File: config.mk
export PLATFORM = sky130hd
export DESIGN_NAME = link_rate_selector
export DESIGN_NICKNAME = d
export VERILOG_FILES = /design/src/rtl/lrs_pkg.sv /design/src/rtl/lrs_target_resolve.sv /design/src/rtl/lrs_auto_ctrl.sv /design/src/rtl/lrs_rate_pick.sv /design/src/rtl/link_rate_selector.sv
export SDC_FILE = /design/constraint.sdc
export NUM_CORES = 1
export LEC_CHECK = 0
export BUFFER_PORTS_ARGS = -buffer_cell sky130_fd_sc_hd__buf_2
export CAP_MARGIN = 5
export CORE_AREA = 2 2 39 41
export CTS_CLUSTER_DIAMETER = 200
export DETAILED_ROUTE_END_ITERATION = 8
export DIE_AREA = 0 0 41 43
export PLACE_DENSITY = 0.73
export SLEW_MARGIN = 10
export SYNTH_ARGS = -nofsm -noshare
export SYNTH_HDL_FRONTEND = slang
export SYNTH_HIERARCHICAL = 1
export SYNTH_SLANG_ARGS = --single-unit
File: constraint.sdc
create_clock -name clk -period 1.5 [get_ports clk]
set_clock_uncertainty 0.1 [all_clocks]
set_input_delay 0.3 -clock clk [delete_from_list [all_inputs] [get_ports clk]]
set_output_delay 0.3 -clock clk [all_outputs]
set_load 0.05 [all_outputs]
File: src/rtl/lrs_pkg.sv
package lrs_pkg;

  localparam int unsigned LRS_MAX_RATES = 16;

  // Highest rate code k (1-based) with vec[k-1] set and k <= ceil; 0 if none.
  function automatic int unsigned lrs_top_rate(logic [LRS_MAX_RATES-1:0] vec,
                                               int unsigned ceil);
    int unsigned best;
    best = 0;
    for (int unsigned k = 1; k <= LRS_MAX_RATES; k++) begin
      if (k <= ceil && vec[k-1]) best = k;
    end
    return best;
  endfunction

endpackage

File: src/rtl/lrs_target_resolve.sv
module lrs_target_resolve
  import lrs_pkg::*;
#(
  parameter int unsigned NUM_RATES = 2,
  parameter int unsigned SPD_W     = $clog2(NUM_RATES + 1)
) (
  input  logic [NUM_RATES-1:0] local_caps,
  input  logic [SPD_W-1:0]     sw_target,
  output logic [SPD_W-1:0]     eff_target,
  output logic                 target_ok
);

  logic [LRS_MAX_RATES-1:0] caps_ext;
  int unsigned              top_local;

  assign caps_ext = LRS_MAX_RATES'(local_caps);

  always_comb begin
    target_ok = 1'b0;
    for (int unsigned k = 1; k <= NUM_RATES; k++) begin
      if (int'(sw_target) == int'(k) && local_caps[k-1]) target_ok = 1'b1;
    end
    top_local = lrs_top_rate(caps_ext, NUM_RATES);
    if (target_ok)          eff_target = sw_target;
    else if (top_local == 0) eff_target = SPD_W'(1);
    else                     eff_target = SPD_W'(top_local);
  end

endmodule

File: src/rtl/lrs_auto_ctrl.sv
module lrs_auto_ctrl #(
  parameter int unsigned SPD_W = 2
) (
  input  logic             clk,
  input  logic             rst_n,
  input  logic             pm_req_valid,
  input  logic [SPD_W-1:0] pm_req_speed,
  input  logic             auto_dis,
  output logic [SPD_W-1:0] pm_cap
);

  logic [SPD_W-1:0] cap_q, cap_d;
  logic             cap_en;

  always_comb begin
    cap_en = auto_dis || pm_req_valid;
    cap_d  = auto_dis ? '0 : pm_req_speed;
  end

  always_ff @(posedge clk or negedge rst_n) begin
    if (!rst_n)      cap_q <= '0;
    else if (cap_en) cap_q <= cap_d;
  end

  assign pm_cap = cap_q;


  auto_dis_clears_chk: assert property (@(posedge clk) disable iff (!rst_n)
    auto_dis |=> (pm_cap == '0));


  pm_hold_chk: assert property (@(posedge clk) disable iff (!rst_n)
    (!auto_dis && !pm_req_valid) |=> $stable(pm_cap));

endmodule

File: src/rtl/lrs_rate_pick.sv
module lrs_rate_pick
  import lrs_pkg::*;
#(
  parameter int unsigned NUM_RATES = 2,
  parameter int unsigned SPD_W     = $clog2(NUM_RATES + 1)
) (
  input  logic [NUM_RATES-1:0] local_caps,
  input  logic [NUM_RATES-1:0] partner_caps,
  input  logic [SPD_W-1:0]     eff_target,
  input  logic [SPD_W-1:0]     hw_limit,
  input  logic [SPD_W-1:0]     pm_cap,
  input  logic                 comp_req,
  output logic [SPD_W-1:0]     pick
);

  logic [LRS_MAX_RATES-1:0] shared;
  logic [SPD_W-1:0]         ceil_v;
  int unsigned              found;

  assign shared = LRS_MAX_RATES'(local_caps & partner_caps);

  always_comb begin
    ceil_v = eff_target;
    if (hw_limit != '0 && hw_limit < ceil_v) ceil_v = hw_limit;
    if (pm_cap   != '0 && pm_cap   < ceil_v) ceil_v = pm_cap;
    found = lrs_top_rate(shared, int'(ceil_v));
    if (comp_req)        pick = eff_target;
    else if (found == 0) pick = SPD_W'(1);
    else                 pick = SPD_W'(found);
  end

endmodule

File: src/rtl/link_rate_selector.sv
module link_rate_selector #(
  parameter int unsigned NUM_RATES = 2,
  parameter int unsigned SPD_W     = $clog2(NUM_RATES + 1)
) (
  input  logic                 clk,
  input  logic                 rst_n,
  input  logic [NUM_RATES-1:0] local_caps,
  input  logic [NUM_RATES-1:0] partner_caps,
  input  logic [SPD_W-1:0]     sw_target,
  input  logic [SPD_W-1:0]     hw_limit,
  input  logic                 pm_req_valid,
  input  logic [SPD_W-1:0]     pm_req_speed,
  input  logic                 auto_dis,
  input  logic                 enter_compliance,
  input  logic                 train_done,
  output logic [NUM_RATES-1:0] supported_speeds,
  output logic [SPD_W-1:0]     sel_speed,
  output logic [SPD_W-1:0]     cur_speed,
  output logic                 retrain_req,
  output logic                 compliance_mode
);

  localparam logic [SPD_W-1:0] LOWEST = SPD_W'(1);

  logic [SPD_W-1:0] eff_target, pm_cap, pick;
  logic             target_ok;
  logic [SPD_W-1:0] sel_q, cur_q, cur_d;
  logic             comp_q, comp_d;

  lrs_target_resolve #(.NUM_RATES(NUM_RATES), .SPD_W(SPD_W)) u_resolve (
    .local_caps (local_caps),
    .sw_target  (sw_target),
    .eff_target (eff_target),
    .target_ok  (target_ok)
  );

  lrs_auto_ctrl #(.SPD_W(SPD_W)) u_auto (
    .clk          (clk),
    .rst_n        (rst_n),
    .pm_req_valid (pm_req_valid),
    .pm_req_speed (pm_req_speed),
    .auto_dis     (auto_dis),
    .pm_cap       (pm_cap)
  );

  lrs_rate_pick #(.NUM_RATES(NUM_RATES), .SPD_W(SPD_W)) u_pick (
    .local_caps   (local_caps),
    .partner_caps (partner_caps),
    .eff_target   (eff_target),
    .hw_limit     (hw_limit),
    .pm_cap       (pm_cap),
    .comp_req     (enter_compliance),
    .pick         (pick)
  );

  // next-state
  always_comb begin
    cur_d  = train_done ? sel_q : cur_q;
    comp_d = train_done ? enter_compliance : comp_q;
  end

  // registers
  always_ff @(posedge clk or negedge rst_n) begin
    if (!rst_n) begin
      sel_q  <= LOWEST;
      cur_q  <= LOWEST;
      comp_q <= 1'b0;
    end else begin
      sel_q  <= pick;
      cur_q  <= cur_d;
      comp_q <= comp_d;
    end
  end

  assign supported_speeds = local_caps;
  assign sel_speed        = sel_q;
  assign cur_speed        = cur_q;
  assign compliance_mode  = comp_q;
  assign retrain_req      = (sel_q != cur_q) || (enter_compliance != comp_q);


  cur_hold_chk: assert property (@(posedge clk) disable iff (!rst_n)
    !train_done |=> $stable(cur_speed));


  cur_load_chk: assert property (@(posedge clk) disable iff (!rst_n)
    train_done |=> (cur_speed == $past(sel_speed)));


  sel_range_chk: assert property (@(posedge clk) disable iff (!rst_n)
    (sel_speed >= LOWEST) && (int'(sel_speed) <= int'(NUM_RATES)));


  sw_ceiling_chk: assert property (@(posedge clk) disable iff (!rst_n)
    target_ok |=> (sel_speed <= $past(sw_target)));


  comp_load_chk: assert property (@(posedge clk) disable iff (!rst_n)
    train_done |=> (compliance_mode == $past(enter_compliance)));

endmodule

### Word-level counts from Yosys, hierarchy flattened

Cells that the tools add are included.

* bits of input ports: 16
* flip-flop bits (word level): 7

* muxes and demuxes: 14
* eq/ne operators: 4
* reductions and logical operators: 13
* magnitude comparators: 5
* bitwise operators: 1

Operator list (number)
* $logic_not A32 Y1: 2
* $mux W2: 10
* $logic_and A1 B1 Y1: 6
* $eq A2 B2 Y1 const B: 2
* $le A2 B2 Y1 const A: 2
* $lt A2 B2 Y1: 2
* $mux W1: 4
* $reduce_bool A2 Y1: 2
* $and A2 B2 Y2: 1
* $le A1 B2 Y1 const A: 1
* $logic_or A1 B1 Y1: 2
* $ne A2 B2 Y1: 1
* $logic_and A1 B1 Y1 const B: 1
* $ne A1 B1 Y1: 1

### Depth between registers and ports, before layout

* word-level depth: 19
* depth in mapped cells: 11
* depth with buffers taken out: 11

### Hierarchy

Netlist, hierarchy kept.

By module, submodules not included
* link_rate_selector: area an instance 207.7 µm², cells each 14, times used 1, sequential area each 127.6 µm²
* lrs_rate_pick: area an instance 166.4 µm², cells each 22, times used 1, sequential area each 0.0 µm²
* lrs_auto_ctrl: area an instance 77.6 µm², cells each 6, times used 1, sequential area each 50.0 µm²
* lrs_target_resolve: area an instance 43.8 µm², cells each 5, times used 1, sequential area each 0.0 µm²

### Worst setup path after synthesis

No wires, ideal clock.

* path type: input-to-reg
* start: input port sw_target[1]
* end: register sel_q[1], in the netlist sel_speed[1]
* data arrival time: 2.179 ns
* data required time: 1.274 ns
* stages: 11
* path buffers: 0
* setup time: 0.126 ns
* setup slack: -0.905 ns
* path through: nand3b_4 -> and2_4 -> inv_1 -> ha_1 -> or3b_1 -> nand4_1 -> inv_1 -> ha_1 -> nor2_1 -> a21oi_1 -> a221o_1

* cells in the longest elaborated chain, start to end: 19

Ends and longest elaborated chain
* from (decl): RTL line link_rate_selector.sv:9 `input logic [SPD_W-1:0] sw_target,`
* $eq A2 B2 Y1: RTL line lrs_target_resolve.sv:21 `if (int'(sw_target) == int'(k) && local_caps[k-1]) target_ok = 1'b1;`
* $logic_and A1 B1 Y1: RTL line lrs_target_resolve.sv:21
* $mux W1 (2 in a row): RTL line lrs_target_resolve.sv:21
* $mux W2 *: RTL line lrs_target_resolve.sv:24 `if (target_ok) eff_target = sw_target;`
* net eff_target[1]: RTL line link_rate_selector.sv:25 `logic [SPD_W-1:0] eff_target, pm_cap, pick;`
* $lt A2 B2 Y1: RTL line lrs_rate_pick.sv:24 `if (hw_limit != '0 && hw_limit < ceil_v) ceil_v = hw_limit;`
* $logic_and A1 B1 Y1: RTL line lrs_rate_pick.sv:24
* $mux W2: RTL line lrs_rate_pick.sv:24
* [... 3 more ...]
* $le A1 B2 Y1: RTL line lrs_pkg.sv:11 `if (k <= ceil && vec[k-1]) best = k;`
* $logic_and A1 B1 Y1: RTL line lrs_pkg.sv:11
* $mux W1: RTL line lrs_pkg.sv:11
* $mux W2 (2 in a row): RTL line lrs_pkg.sv:11
* $logic_not A32 Y1: RTL line lrs_rate_pick.sv:28 `else if (found == 0) pick = SPD_W'(1);`
* $mux W2: RTL line lrs_rate_pick.sv:28
* $mux W2 *: RTL line lrs_rate_pick.sv:27 `if (comp_req) pick = eff_target;`
* net pick[1]: RTL line link_rate_selector.sv:25
* to (signal assigned): RTL line link_rate_selector.sv:69 `sel_q <= pick;`
* to (decl): RTL line link_rate_selector.sv:27 `logic [SPD_W-1:0] sel_q, cur_q, cur_d;`

Mark *: on every way through the listed nets, which the timed path passes. The rest lies on a longest branch.
A chain may end at the register's enable or synchronous reset.

### Worst setup path in the final report

Ends and elaborated chain as after synthesis.

==> run metrics <==
Crit path max-delay family buffers and inverters; DRT Wirelength 1260 um; endpoint kind of the worst setup timing path flop; final worst setup slack -714 ps; R2R setup slack 80 ps; post-detailed-route via-to-cell ratio 5.04; Worst R2R End sel_speed[1]; highest-count cells in the layout ignoring fill and taps sky130_fd_sc_hd__buf_2, sky130_fd_sc_hd__buf_4, sky130_fd_sc_hd__dfrtp_1; post-CTS clock slew at the launch and capture registers of the worst setup and hold paths 50 ps; most frequent standard cell in the layout excluding fill and tap cells sky130_fd_sc_hd__buf_2; Synth-to-Final Area Change 66.7%; Worst Max-Slew Pin Slew 347 ps; number of clock sinks seen by CTS 7; number of global-route vias before repair 515; DR WL/cell 13.0 um; tightest slew margin relative to the limit 76.8%; count of buffering cells on the critical path with inverters included 7; status finished, violations left; horizontal die dimension 41 um; CP Cell Sequence buf_6, nand3b_4, and2_4, inv_2, ha_4, buf_4, o21ai_2, nand4_1, buf_4, buf_4, buf_4, buf_4, a221o_1; static leakage 0.402 nW; maximum resistive drop on vdd 0.387 mV; Startpoint Class input port; total power density per cell area 898 nW/um^2; cell total after placement 89; hold slack 123 ps; worst min path class in2reg; placed wire-length estimate 930 um; nets@finish 100; number of core rows 14; last weighted congestion value of the routability-driven placer 0.730; violated checks setup timing; Final Hold Violating Endpoints 0; global-route wire length before repair 1960 um; cell count of the worst hold path 2; share of cells above drive strength 1 67.9%; type of the setup path with the least slack in2reg; clock latency on the worst-skew pair 240 ps; Achievable Freq 452 MHz; Clock H-tree levels 1; detailed-route via count 489; clock root buffer sky130_fd_sc_hd__clkbuf_4; Total Neg Setup Slack -1460 ps; crit share post-route 148%; Finished Cell Area 807 um^2; final-report setup violation count 3; placeable core region 1380 um^2; number of cells on the worst reg-to-reg path 4; number of diodes added for antenna fixing 0; number of warnings reported in the yosys synthesis log 6; cell count after synthesis 45; Die Height 43 um; average footprint of a synthesized cell 10.8 um^2; Critical Path Max Stage Delay 340 ps; endpoint required time on the critical path 1520 ps; global route total overflow 0; final critical path time including I/O delays and setup 2210 ps; final cell count without fillers 97; maximum number of pins on one net before global-route repair 8; endpoint of the worst hold-timing path u_auto/pm_cap[0]; netlist area before placement 484 um^2; number of iterations in the first detailed-routing pass 4; placed cell area 684 um^2; number of violations of the max-capacitance limit 0; crit-path most repeated cell sky130_fd_sc_hd__buf_4; final-report max-slew violation count 0; clock buffer count from CTS 3; Critical Path Fanout Max 2; TritonCTS clock tree yes; unrepaired setup endpoints after global routing true; critical register-to-register path startpoint u_auto/pm_cap[1]; residual antenna-violating net count after detailed routing 0; Max clock buf depth 2; number of antenna violations at the first check in global routing 0; drc violations 0; Post-Synthesis Net Count 63; Data arrival, critical path 2240 ps; Overall Global Routing Usage 16.6%; launch point of the critical path sw_target[1]; final core occ 58.3%; I/O pin total 24; Detailed Route Iter0 Violations 14; source of the worst hold timing path auto_dis; Die Area 1760 um^2; # fillers 126; Initial Util 35.0%; slowest cell on the critical path sky130_fd_sc_hd__a221o_1; total of buffers placed on input and output ports 22
-- metrics by stage --
stage / worst slack (ps) / power [mW]
6_report: -714 / 0.725
5_1_grt: -767 / 0.761
4_1_cts: -671 / 0.700
3_5_place_dp: -994 / 0.495
3_3_place_gp: -928 / 0.486
2_1_floorplan: -773 / 0.409
-- state kept, by name (all words and copies together) (netlist names) --
name,cells
sel_speed,2
u_auto/pm_cap,2
compliance_mode,1
cur_speed,2
-- power by group --
group / internal [mW] / switching, mW
logic: 0.151 / 0.179
registers: 0.212 / 0.0191
clock network: 0.101 / 0.0627
total: 0.464 / 0.261
-- metal layers --
| layer | global-route usage, % | wire length [um] |
|---|---|---|
| met1 | 14.8 | 450 |
| met2 | 32.2 | 736 |
| met3 | 0.524 | 41 |
| met4 | 10.0 | 31 |
| met5 | 0 | 0 |
-- area by class of cell --
| cell class | instances | area (um^2) | area share (%) |
|---|---|---|---|
| multi-input combinational | 33 | 354 | 43.9 |
| sequential | 7 | 178 | 22.0 |
| clock buffer | 4 | 26.3 | 3.26 |
| inverter | 3 | 11.3 | 1.40 |
| timing repair buffer | 34 | 218 | 27.0 |
| tap | 16 | 20.0 | 2.48 |
-- worst max-delay path by stage --
stage | endpoint | slack [ps] | cells past startpoint
final | sel_speed[1] | -710 | 13
after floorplan | sel_speed[1] | -770 | 11
after detailed placement | sel_speed[0] | -990 | 12
after CTS | sel_speed[1] | -670 | 12
after global routing | sel_speed[1] | -770 | 12
after global placement | sel_speed[1] | -930 | 12
-- timing repair --
item / 4_1_cts / 5_1_grt
setup endpoints to repair: 3 / 4
hold buffers: 1 / 0
gates resized for setup: 7 / 7
pin swaps: 4 / 2
hold endpoints to repair: 7 / 0
buffers inserted: 3 / 0
No activity file was read; power rests on OpenSTA's default activity.
